### src/rtl/rst_seq_pkg.sv
package rst_seq_pkg;

    // status bit positions; internal sources follow from ST_INT0 upward
    localparam int ST_POR  = 0;
    localparam int ST_PIN  = 1;
    localparam int ST_DBG  = 2;
    localparam int ST_INT0 = 3;

    typedef enum logic [1:0] {
        SEQ_RUN      = 2'd0,
        SEQ_DRIVE    = 2'd1,
        SEQ_WAIT_PIN = 2'd2
    } seq_state_e;

    typedef struct packed {
        logic valid;        // some cause present this cycle
        logic sample_mode;  // winning cause samples the mode pin on release
    } cause_info_t;

    function automatic int status_width(input int n_int);
        return ST_INT0 + n_int;
    endfunction

endpackage

### src/rtl/rst_seq_sync.sv
module rst_seq_sync #(
    parameter int WIDTH = 1
) (
    input  logic             clk,
    input  logic [WIDTH-1:0] d,
    output logic [WIDTH-1:0] q
);
    logic [WIDTH-1:0] stage1;

    // not reset: keeps tracking the pins while power-on reset is held
    always_ff @(posedge clk) begin
        stage1 <= d;
        q      <= stage1;
    end
endmodule

### src/rtl/rst_seq_cause.sv
module rst_seq_cause
    import rst_seq_pkg::*;
#(
    parameter int NUM_INT = 2,
    localparam int SW = status_width(NUM_INT)
) (
    input  logic               dbg_req,
    input  logic [NUM_INT-1:0] int_req,
    input  logic               pin_req,
    output cause_info_t        info,
    output logic [SW-1:0]      onehot
);
    logic found;

    always_comb begin
        onehot           = '0;
        info.valid       = 1'b0;
        info.sample_mode = 1'b0;
        found            = 1'b0;
        if (dbg_req) begin
            onehot[ST_DBG]   = 1'b1;
            info.valid       = 1'b1;
            info.sample_mode = 1'b1;
        end else begin
            for (int i = 0; i < NUM_INT; i++) begin
                if (int_req[i] && !found) begin
                    onehot[ST_INT0+i] = 1'b1;
                    found             = 1'b1;
                end
            end
            if (found) begin
                info.valid = 1'b1;
            end else if (pin_req) begin
                onehot[ST_PIN] = 1'b1;
                info.valid     = 1'b1;
            end
        end
    end
endmodule

### src/rtl/rst_seq_pulse_timer.sv
module rst_seq_pulse_timer #(
    parameter int LEN = 66,
    localparam int CW = $clog2(LEN + 1)
) (
    input  logic clk,
    input  logic rst,
    input  logic run,
    output logic done
);
    logic [CW-1:0] cnt;

    always_ff @(posedge clk) begin
        if (rst || !run) cnt <= '0;
        else             cnt <= cnt + 1'b1;
    end

    assign done = run && (cnt == CW'(LEN - 1));
endmodule

### src/rtl/rst_sequencer.sv
module rst_sequencer
    import rst_seq_pkg::*;
#(
    parameter int NUM_INT   = 2,
    parameter int PULSE_LEN = 66
) (
    input  logic                       clk,
    input  logic                       rst,
    input  logic                       rst_pin_in,
    input  logic [NUM_INT-1:0]         int_req,
    input  logic                       dbg_force_req,
    input  logic                       mode_sel_in,
    input  logic                       dbg_en_clr,
    output logic                       sys_rst,
    output logic                       rst_pin_drive,
    output logic [ST_INT0+NUM_INT-1:0] reset_status,
    output logic                       bkgd_mode,
    output logic                       dbg_pin_en,
    output logic                       dbg_pullup_en
);
    localparam int SW = status_width(NUM_INT);

    seq_state_e    state;
    logic [1:0]    sync_q;
    logic          pin_hi, mode_hi, pulse_done, sample_flag;
    cause_info_t   info;
    logic [SW-1:0] cause_onehot, status_q;

    rst_seq_sync #(.WIDTH(2)) u_sync (
        .clk (clk),
        .d   ({mode_sel_in, rst_pin_in}),
        .q   (sync_q)
    );
    assign pin_hi  = sync_q[0];
    assign mode_hi = sync_q[1];

    rst_seq_cause #(.NUM_INT(NUM_INT)) u_cause (
        .dbg_req (dbg_force_req),
        .int_req (int_req),
        .pin_req (!pin_hi),
        .info    (info),
        .onehot  (cause_onehot)
    );

    rst_seq_pulse_timer #(.LEN(PULSE_LEN)) u_timer (
        .clk  (clk),
        .rst  (rst),
        .run  (state == SEQ_DRIVE),
        .done (pulse_done)
    );

    always_ff @(posedge clk) begin
        if (rst) begin
            state           <= SEQ_WAIT_PIN;
            status_q        <= '0;
            status_q[ST_POR] <= 1'b1;
            sample_flag     <= 1'b1;
            dbg_pin_en      <= 1'b1;
            bkgd_mode       <= 1'b0;
        end else begin
            case (state)
                SEQ_RUN: begin
                    if (info.valid) begin
                        state       <= SEQ_DRIVE;
                        status_q    <= cause_onehot;
                        sample_flag <= info.sample_mode;
                        dbg_pin_en  <= 1'b1;
                    end else if (dbg_en_clr) begin
                        dbg_pin_en  <= 1'b0;
                    end
                end
                SEQ_DRIVE: begin
                    if (pulse_done) state <= SEQ_WAIT_PIN;
                end
                SEQ_WAIT_PIN: begin
                    if (pin_hi) begin
                        state     <= SEQ_RUN;
                        bkgd_mode <= sample_flag ? !mode_hi : 1'b0;
                    end
                end
                default: state <= SEQ_WAIT_PIN;
            endcase
        end
    end

    assign sys_rst       = rst || (state != SEQ_RUN);
    assign rst_pin_drive = !rst && (state == SEQ_DRIVE);
    assign reset_status  = status_q;
    assign dbg_pullup_en = dbg_pin_en;
endmodule

### config.mk
export PLATFORM = sky130hd
export DESIGN_NAME = rst_sequencer
export DESIGN_NICKNAME = d
export VERILOG_FILES = /design/src/rtl/rst_seq_pkg.sv /design/src/rtl/rst_seq_sync.sv /design/src/rtl/rst_seq_cause.sv /design/src/rtl/rst_seq_pulse_timer.sv /design/src/rtl/rst_sequencer.sv
export SDC_FILE = /design/constraint.sdc
export NUM_CORES = 1
export LEC_CHECK = 0
export BUFFER_PORTS_ARGS = -buffer_cell sky130_fd_sc_hd__buf_2
export CAP_MARGIN = 20
export CORE_ASPECT_RATIO = 1.5
export CORE_MARGIN = 2
export CORE_UTILIZATION = 30
export DETAILED_ROUTE_END_ITERATION = 10
export GPL_TIMING_DRIVEN = 0
export SKIP_CTS_REPAIR_TIMING = 1
export SYNTH_ARGS = -nofsm -noshare
export SYNTH_HDL_FRONTEND = slang
export SYNTH_SLANG_ARGS = --single-unit
### constraint.sdc
create_clock -name clk -period 1.1 [get_ports clk]
set_input_delay 0.22 -clock clk [delete_from_list [all_inputs] [get_ports clk]]
set_output_delay 0.22 -clock clk [all_outputs]
set_load 0.01 [all_outputs]
==> flow_summary.json <==
{
  "synthCells": 86,
  "synth_mux_area_frac": 0,
  "cts_made_buffers": 3,
  "nFillCells": 256,
  "dr.pass1.iters": 4,
  "drive_above_1_share": 0.4655,
  "antenna_found_initial": 0,
  "start_util": 0.3197,
  "wire_per_inst_um": 10.66,
  "finalCritPeriodShare": 1.466,
  "power.density_cell_area_nw_per_um2": 1190,
  "ys.flop_type": "dfxtp_1",
  "final.setup_skew_ns": 0.006383,
  "yosys-top-cells-area": "dfxtp_1, nor2_1, a21oi_1",
  "placed_cell_area_sq_um": 949.7,
  "start_kind": "flip-flop",
  "min_period_ns": 1.613,
  "syn_area_sq_um": 800.8,
  "synthAdderAreaFrac": 0.03125,
  "clkLatencyLatePin_ns": 0.30,
  "fmax_ghz": 0.6200,
  "synth_nets": 96,
  "avgSynthCellArea_sq_um": 9.311,
  "io-pin-count": 18,
  "hold_start": "rst",
  "drc_errors": 0,
  "cp_max_fo": 5,
  "synth_top_area_frac": 0.5250,
  "synth-seq-area-share": 0.5250,
  "critPathKind": "flip-flop to output port",
  "cts.sinks": 21,
  "row_count": 22,
  "rrSetupSlack_ns": -0.22,
  "yosys.area_share.xor_xnor": 0.03281,
  "synth_common_cells": "dfxtp_1, nor2_1, nand2_1",
  "utilization": 0.4560,
  "synth_compound_area_frac": 0.1109,
  "grt.overflow.total": 0,
  "vias_per_cell": 4.697,
  "design_area_sq_um": 1142,
  "critPathRequiredTime_ns": 0.88,
  "synth_most_common_cell": "dfxtp_1",
  "core-area_sq_um": 2505,
  "clk_pin_slew_worst_paths_ns": 0.12,
  "grt_pass1_wl_mm": 2.325,
  "wl_mm": 1.621,
  "synth_cell_types": 28,
  "ctsHtreeMaxLevel": 1,
  "fin_ws_ns": -0.5128,
  "grt_max_degree": 13,
  "cts_root_buffer": "clkbuf_4",
  "globalRouteTotalUtil": 0.1020,
  "tightest_slew_ns": 0.4029,
  "die_area_sq_um": 3107,
  "crit_path_start": "state[1]",
  "irDropWorstVdd_mv": 0.6138,
  "reg2reg_from": "state[0]",
  "gp_congestion": 0.8150,
  "final_hold_viol_count": 0,
  "leakagePower_nw": 0.4362,
  "yosysTopAreaCell": "dfxtp_1",
  "async_flop_share": 0,
  "drv_slew": 0,
  "yosys.area_share.simple": 0.2625,
  "drtIter0Drc": 6,
  "cp.arrival_ns": 1.39,
  "min_path_type": "primary input to flip-flop",
  "critPathCaptureType": "output port",
  "synthToLayoutAreaGrowth_pct": 42.66,
  "holdWs_ns": 0.1953,
  "outcome": "finished, violations left",
  "synth-warning-count": 0,
  "antennaDiodeCount": 0,
  "cts_tree": "done",
  "synth-edff-count": 0,
  "rsz0062_at_grt": "true",
  "setup_violations": 18,
  "grt_pass1_vias": 581,
  "nNetsFinal": 127,
  "via_count": 714,
  "relSlewSlack": 0.7314,
  "die_h_um": 67.28,
  "io_buffers": 17,
  "die_w_um": 46.19,
  "clockBufferDepth": 2,
  "maxCapViolations": 0,
  "violations": "negative setup slack",
  "dpl_worst_slack_ns": -0.2218,
  "antenna_left": 0,
  "place_hpwl_mm": 1.087,
  "synth_top_family_by_area": "simple AND/OR/NAND/NOR gates",
  "synth-seq-cells": 21
}
==> cells by family (layout without fill, tap and decap cells) <==
logic type,after synthesis,after routing
AO/OA/AOI/OAI,15,15
XOR/XNOR,3,3
adder cells (fa/ha/maj),2,2
buffers and inverters,7,37
flip-flops,21,21
AND/OR/NAND/NOR,38,38
==> per-layer routing <==
layer	track usage	wire [um]	share of wire
met3	0.02406	65	0.040
met2	0.1875	862	0.53
met1	0.09951	654	0.40
met5	0	0	0
met4	0.05357	38	0.023
==> flip-flops by register name (all words and copies together) (netlist names) <==
register,count
u_timer.cnt,7
reset_status,5
state,2
u_sync.q,2
u_sync.stage1,2
bkgd_mode,1
dbg_pin_en,1
sample_flag,1
==> cells in the final DEF, fill, tap and decap left out, types with 3 or more instances in the layout <==
cell type	netlist	routed
a21oi_2	0	3
buf_2	0	15
buf_4	1	6
buf_6	0	4
clkbuf_4	0	3
dfxtp_1	21	12
dfxtp_2	0	5
dfxtp_4	0	4
inv_1	4	3
nand2_1	6	6
nand3_1	5	5
nand3b_1	3	3
nor2_1	8	4
nor2_2	0	4
nor3_1	3	3
o21ai_1	0	3
or3_1	3	3
==> worst paths after layout <==
path                                 endpoint  cells after the start
worst min register to register    u_sync.q[0]                      0
worst max-delay path            rst_pin_drive                      5
worst max register to register    sample_flag                      4
worst min-delay path                 state[0]                      3
==> worst max-delay path: stages, from the launching register on <==
cell and delay (ns):
dfxtp_4 0.37, or2_4 0.23, or2_4 0.24, buf_8 0.13
inv_4 0.04, buf_6 0.08
==> metrics by stage <==
stage / setup TNS, ns / cells / power, W
2_1_floorplan: -0.07024 / 86 / 0.0009219
3_3_place_gp: -1.241 / 139 / 0.0009781
3_5_place_dp: -1.324 / 139 / 0.0009803
4_1_cts: -2.172 / 143 / 0.001345
5_1_grt: -3.968 / 152 / 0.001441
6_report: -2.838 / 152 / 0.001360
==> final cells by class <==
cell class / count / area [sq um] / area share
flip-flops and latches: 21 / 441.7 / 0.3866
multi-input cells: 58 / 406.6 / 0.3560
repair buffers: 26 / 173.9 / 0.1522
well taps: 36 / 45.04 / 0.03943
plain buffers: 3 / 30.03 / 0.02629
clock buffers: 3 / 22.52 / 0.01972
inverters: 4 / 17.52 / 0.01533
clock inverters: 1 / 5.005 / 0.004381
==> power breakdown <==
| group | switching (W) | internal (W) |
|---|---|---|
| sequential | 0.0000240 | 0.000793 |
| clock | 0.000223 | 0.000135 |
| combinational | 0.0000862 | 0.0000982 |
Power figures use the tool's default switching activity.
